[config.mk]
export PLATFORM = sky130hd
export DESIGN_NAME = flag_settle_monitor
export DESIGN_NICKNAME = d
export VERILOG_FILES = /design/src/rtl/fsm_mon_pkg.sv /design/src/rtl/capture_pair.sv /design/src/rtl/status_stage.sv /design/src/rtl/sat_counter.sv /design/src/rtl/flag_settle_monitor.sv
export SDC_FILE = /design/constraint.sdc
export NUM_CORES = 1
export LEC_CHECK = 0
export ABC_AREA = 0
export CORE_MARGIN = 2
export CORE_UTILIZATION = 47
export CTS_CLUSTER_DIAMETER = 60
export CTS_CLUSTER_SIZE = 40
export DETAILED_ROUTE_END_ITERATION = 8
export PLACE_DENSITY = 0.75
export RECOVER_POWER = 100
export SKIP_LAST_GASP = 1
export SYNTH_ARGS = -nofsm -noshare
export SYNTH_HDL_FRONTEND = slang
export SYNTH_SLANG_ARGS = --single-unit
[constraint.sdc]
create_clock -name clk -period 2.4 [get_ports clk]
set_clock_uncertainty 0.2 [all_clocks]
set_input_delay 0.6 -clock clk [delete_from_list [all_inputs] [get_ports clk]]
set_output_delay 0.6 -clock clk [all_outputs]
set_load 0.01 [all_outputs]
[src/rtl/fsm_mon_pkg.sv]
package fsm_mon_pkg;
  typedef struct packed {
    logic early;
    logic late;
  } capture_t;
endpackage

[src/rtl/capture_pair.sv]
module capture_pair (
  input  logic                   clk,
  input  logic                   rst_n,
  input  logic                   wipe,
  input  logic                   take_early,
  input  logic                   take_late,
  input  logic                   din,
  output fsm_mon_pkg::capture_t  cap
);
  always_ff @(posedge clk or negedge rst_n) begin
    if (!rst_n) begin
      cap <= '0;
    end else if (wipe) begin
      cap <= '0;
    end else begin
      if (take_early) cap.early <= din;
      if (take_late)  cap.late  <= din;
    end
  end
endmodule

[src/rtl/status_stage.sv]
module status_stage (
  input  logic                  clk,
  input  logic                  rst_n,
  input  logic                  stb,
  input  fsm_mon_pkg::capture_t cap,
  output logic                  flag,
  output logic                  wipe,
  output logic                  accept,
  output logic                  set_rise
);
  logic mismatch;

  assign wipe     = 1'b0 | phase_q;
  assign accept   = stb & ~phase_q;
  assign mismatch = cap.early ^ cap.late;
  assign set_rise = accept & mismatch & ~flag;

  logic phase_q;
  always_ff @(posedge clk or negedge rst_n) begin
    if (!rst_n) begin
      phase_q <= 1'b0;
      flag    <= 1'b0;
    end else begin
      phase_q <= accept;
      if (phase_q)     flag <= 1'b0;
      else if (accept) flag <= mismatch;
    end
  end
endmodule

[src/rtl/sat_counter.sv]
module sat_counter #(
  parameter int W = 32
) (
  input  logic         clk,
  input  logic         rst_n,
  input  logic         clr,
  input  logic         inc,
  output logic [W-1:0] cnt
);
  localparam logic [W-1:0] TOP = {W{1'b1}};

  always_ff @(posedge clk or negedge rst_n) begin
    if (!rst_n)                  cnt <= '0;
    else if (clr)                cnt <= '0;
    else if (inc && cnt != TOP)  cnt <= cnt + 1'b1;
  end
endmodule

[src/rtl/flag_settle_monitor.sv]
module flag_settle_monitor #(
  parameter int CNT_W = 32
) (
  input  logic             clk,
  input  logic             rst_n,
  input  logic             clr_totals,
  input  logic             watch_in,
  input  logic             smp_early,
  input  logic             smp_late,
  input  logic             status_stb,
  output logic             early_q,
  output logic             late_q,
  output logic             fail_flag,
  output logic [CNT_W-1:0] fail_total,
  output logic [CNT_W-1:0] trial_total
);
  localparam int NCNT = 2;

  fsm_mon_pkg::capture_t cap;
  logic wipe, accept, set_rise;
  logic [NCNT-1:0] inc_vec;
  logic [NCNT-1:0][CNT_W-1:0] cnt_vec;

  capture_pair u_cap (
    .clk        (clk),
    .rst_n      (rst_n),
    .wipe       (wipe),
    .take_early (smp_early & ~wipe),
    .take_late  (smp_late & ~wipe),
    .din        (watch_in),
    .cap        (cap)
  );

  status_stage u_stat (
    .clk      (clk),
    .rst_n    (rst_n),
    .stb      (status_stb),
    .cap      (cap),
    .flag     (fail_flag),
    .wipe     (wipe),
    .accept   (accept),
    .set_rise (set_rise)
  );

  assign inc_vec = {accept, set_rise};

  for (genvar g = 0; g < NCNT; g++) begin : g_cnt
    sat_counter #(.W(CNT_W)) u_cnt (
      .clk   (clk),
      .rst_n (rst_n),
      .clr   (clr_totals),
      .inc   (inc_vec[g]),
      .cnt   (cnt_vec[g])
    );
  end

  assign early_q     = cap.early;
  assign late_q      = cap.late;
  assign fail_total  = cnt_vec[0];
  assign trial_total = cnt_vec[1];
endmodule

# Yosys cells after proc, flatten, opt, wreduce, memory -nomap -nowiden
# Cells that the tools add are included.
# op_classes
addsub,2
muxes,9
n_bitwise,8
n_eq_ne,2
reduce_logical,7
# ops
op,n
$mux 32,4
$add 32x1->32 const B,2
$ne 32x32->1 const B,2
$reduce_bool 2->1,5
$and 1x1->1,5
$mux 1,4
$logic_and 1x1->1,2
$mux 2,1
$not 1->1,2
$xor 1x1->1,1
# totals
wordCells,34
reg_bits,68
in_bits,7

# Logic depth before layout (Yosys ltp)
# depth
ltp_word,7
mapped_depth,8
depth_no_buf,6

# By module
# A second synthesis with hierarchy kept.
# hier_totals
hier_cells,407
hier_area_um2,3851.2
# by_module_without_submodules
module,area_per_inst_um2,seq_area_each_um2,instances,cells_per_inst
sat_counter (g_cnt[1].u_cnt),1854.3,800.8,1,198
sat_counter (g_cnt[0].u_cnt),1810.5,800.8,1,194
status_stage,96.3,50.0,1,7
capture_pair,77.6,50.0,1,6
flag_settle_monitor,12.5,0.0,1,2

# Least setup slack after synthesis
# Ideal clock, no wire load.
# synth_timing
path_kind,input -> register
from,input status_stb
to,register g_cnt[0].u_cnt.cnt[25]
path_buffers,1
path_slack_ns,0.074
t_arrival_ns,2.048
setup_ns,0.078
stages,6
cell_sequence,nand2b_1 nor3_4 nand3_1 clkbuf_1 or4_1 a21oi_1
# synth_via
elab_chain_len,5
# synth_lines
element,line,text
start: declaration,flag_settle_monitor.sv:10,"input logic status_stb,"
$and 1x1->1,status_stage.sv:14,assign accept = stb & ~phase_q;
$and 1x1->1 (2 in series),status_stage.sv:16,assign set_rise = accept & mismatch & ~flag;
$logic_and 1x1->1,sat_counter.sv:15,else if (inc && cnt != TOP) cnt <= cnt + 1'b1;
$reduce_bool 2->1 (no source line),n/a,
end signal: assignment,sat_counter.sv:15,
end: declaration,sat_counter.sv:8,output logic [W-1:0] cnt
# No other way between the ends.
# A chain may end at the register's enable or synchronous reset.

# Final worst setup path
# layout_timing
from,register g_cnt[1].u_cnt.cnt[5]
to,register g_cnt[1].u_cnt.cnt[27]
# layout_via
elab_chain_len,3
word_cells_on_any_way,6
# layout_lines
element,line
start: declaration,sat_counter.sv:8
start signal: assignment,sat_counter.sv:15
$add 32x1->32 / $ne 32x32->1 (equally long branches),sat_counter.sv:15
$mux 32 / $logic_and 1x1->1 (equally long branches),sat_counter.sv:15
$mux 32 / $reduce_bool 2->1 (equally long branches),n/a
# Parallel ways exist; a longest one is shown, timed or not. The select of a mux whose other input is x is not followed.

==> qor.csv <==
stage,metric,value,unit
run_status,status,finished with violations,
run_status,failed_checks,"capacitance limit, slew limit",
drt,drtIter0Drc,198,
drt,detail_route.first_pass.iterations,4,
clocking,cts_hold_buf,0,
cells_and_area,multi_input_area,2071,sq um
synth,synth_edf_count,0,
pwr,power_density,485.1,nW/um^2
cells_and_area,drive_above_1_share,16.95,%
placement,dpl.hpwl,7323,um
global_route,grt_pass1_wl,17660,um
clocking,cts_tree,built,
timing,fin_ws,0.07056,ns
pwr,p_int,0.002011,W
timing,max_slew.worst_pin.slew,1.500,ns
clocking,h-tree-depth,3,
timing,min_period,2.329,ns
synth,yosysTopAreaCellShare,44.30,%
placement,io_buffers,73,
synth,yosysTopAreaCell,dfrtp_1,
drt,wl_per_cell,16.94,um
setup_path,slowest_stage,or4_1,
drt,drc,0,
drt,route.vias.total,4002,
timing,tns,0,ns
synth,synth_area,3841,sq um
clocking,path_clk_slew,0.08,ns
pwr,leakage,2.030,nW
drt,antenna_left,0,
synth,synth_most_common_cell,dfrtp_1,
global_route,antenna_found_initial,0,
cells_and_area,nNetsFinal,541,
synth,syn_avg_cell_area,9.102,sq um
timing,setup_violations,0,
placement,dp_slack,-0.3921,ns
synth,syn-instance-count,422,
floorplanning,dieArea,8912,sq um
cells_and_area,utilization,67.92,%
cells_and_area,seqCellArea,1704,sq um
run,drv_cap,1,
floorplanning,core-area,7807,sq um
synth,synth-seq-area-share,44.30,%
pwr,power_switching_share,21.81,%
cells_and_area,layoutNonFillerInstCount,639,
cells_and_area,diodes,0,
timing,hold_viol_final,0,
global_route,first_global_vias,3794,
worst_hold_path,hold_class,register to register,
setup_path,cpPeakStageDelay,0.50,ns
setup_path,start_kind,register,
pwr,switching_power,0.0005611,W
global_route,gr-total-overflow,0,
synth,yosys_warnings,0,
setup_path,critPathMaxFanout,7,
synth,synth-async-reset-ratio,100.0,%
placement,place.gp.congestion,0.9126,
drt,vias_per_cell,6.263,
clocking,clockBufferDepth,2,
timing,post-route-period-util,97.06,%
synth,synth_cell_types,46,
synth,synth_area_leaders,"dfrtp_1 44%, a21oi_1 6.9%, o31ai_1 5.7%, or4_1 5.7%, or3_1 4.1%",
floorplanning,start_util,49.20,%
clocking,clock-root-buffer,clkbuf_8,
setup_path,arrival,2.39,ns
cells_and_area,area_growth,38.05,%
setup_path,worstSetupPathType,register to register,
floorplanning,die_h,94.41,um
synth,synthFlopType,dfrtp_1,
setup_path,end_kind,register,
clocking,cts_sinks,68,
clocking,cts_buffers,9,
floorplanning,num_rows,32,
clocking,insertion_delay,0.35,ns
pwr,pwr-share-seq,45.3,%
floorplanning,ioPinCount,74,
setup_path,worstPathRequired,2.46,ns
synth,yosys_register_bits,68,
floorplanning,die_w,94.41,um
pwr,pwr-share-comb,5.3,%
pwr,clock_power_share,49.4,%
synth,synth_nets,431,
setup_path,path_cells,"nand4_4, nor4_4, buf_4, nand2_1, or4_1, a21oi_1",
timing,relSlewSlack,-0.003479,%
placement,post-place-cells,620,
global_route,grt_max_degree,72,
pwr,p_total,0.002573,W
timing,max_freq,0.4293,GHz
pwr,vdd_drop_max,323.3,uV
cells_and_area,fillers,610,
global_route,grt_usage,24.90,%
drt,wl,10830,um
synth,synth.top_cells.by_count,"68 x dfrtp_1, 53 x a21oi_1, 32 x nand2_1, 29 x o31ai_1, 29 x or4_1",
timing,finalMaxSlewViolations,9,
kinds of logic (layout without fill, tap and decap cells):
| group | Yosys count | in the layout | synth area share (%) |
|---|---|---|---|
| mux | 9 | 9 | 2.573 |
| compound gates | 116 | 116 | 18.08 |
| buf+inv | 30 | 145 | 3.322 |
| fa+ha+maj | 2 | 2 | 0.6514 |
| flops | 68 | 68 | 44.30 |
| simple gates | 195 | 195 | 30.62 |
| xor+xnor | 2 | 2 | 0.4561 |
cell usage in the layout, fill, tap and decap left out, drive strengths merged, types with 5 or more instances in the layout:
cell / instances
mux2: 7
buf: 49
nand4: 22
nand2: 32
clkdlybuf4s50: 62
or4: 29
nor3: 7
or3: 25
dfrtp: 68
inv: 7
nor2: 20
o21ai: 23
clkbuf: 14
nor2b: 7
and3: 6
and4: 5
nand3: 23
dlygate4sd3: 8
nor4: 11
o31ai: 29
a21oi: 53
worst paths after layout:
path,startpoint,to,slack [ns],cells after the start
max reg2reg,g_cnt[1].u_cnt.cnt[5],g_cnt[1].u_cnt.cnt[27],0.07,6
max,g_cnt[1].u_cnt.cnt[5],g_cnt[1].u_cnt.cnt[27],0.07,6
min reg2reg,u_stat.wipe,u_stat.flag,0.28,1
min,u_stat.wipe,u_stat.flag,0.28,1
max in group asynchronous,rst_n,g_cnt[1].u_cnt.cnt[5],0.49,2
min in group asynchronous,rst_n,g_cnt[0].u_cnt.cnt[25],0.51,2
stage by stage:
stage          hold WS, ns  instance area (sq um)
2_1_floorplan       0.1044                   3841
3_5_place_dp        0.2692                   4955
3_3_place_gp        0.2606                   4955
5_1_grt             0.3029                   5303
4_1_cts            0.08108                   5233
6_report            0.2804                   5303
routing by layer:
metal / global-route usage, % / wire length (um) / vias up
met5: 0 / 0 / -
met4: 9.903 / 174 / 0
met3: 3.671 / 704 / 21
met2: 41.01 / 5385 / 177
met1: 33.23 / 4559 / 1951
li1: - / - / 1853
critical path, delay by kind of cell (launching register included):
family | cells | cell delay, ns
DFF | 1 | 0.43
AOI/OAI and AO/OA | 1 | 0.18
buffers and inverters | 1 | 0.21
and+or+nand+nor | 4 | 1.22
sequential cells by signal (all words and copies together), names as in the netlist:
signal	cells
u_cap.cap	2
u_stat.wipe	1
g_cnt.u_cnt.cnt	64
u_stat.flag	1
power by group through the flow:
stage | logic, W | registers [W] | clock network (W)
2_1_floorplan | 0.0000487 | 0.00119 | 0
3_3_place_gp | 0.000140 | 0.00119 | 0
3_5_place_dp | 0.000142 | 0.00119 | 0
4_1_cts | 0.000143 | 0.00117 | 0.00128
5_1_grt | 0.000152 | 0.00117 | 0.00132
6_report | 0.000137 | 0.00117 | 0.00127
layout make-up:
type,count,area share (%)
clock buffers,13,3.374
flip-flops and latches,68,32.14
clock inverters,3,1.699
well taps,102,2.407
inverters,8,0.5663
repair buffers,121,20.76
multi-input cells,324,39.05
timing repair:
item	in CTS	in global routing
setup buffers	0	3
resized for setup	2	18
setup endpoints to repair	2	51
hold endpoints to repair	0	0
pin swaps	0	1
Note: power is estimated with default switching activity, not from simulation.
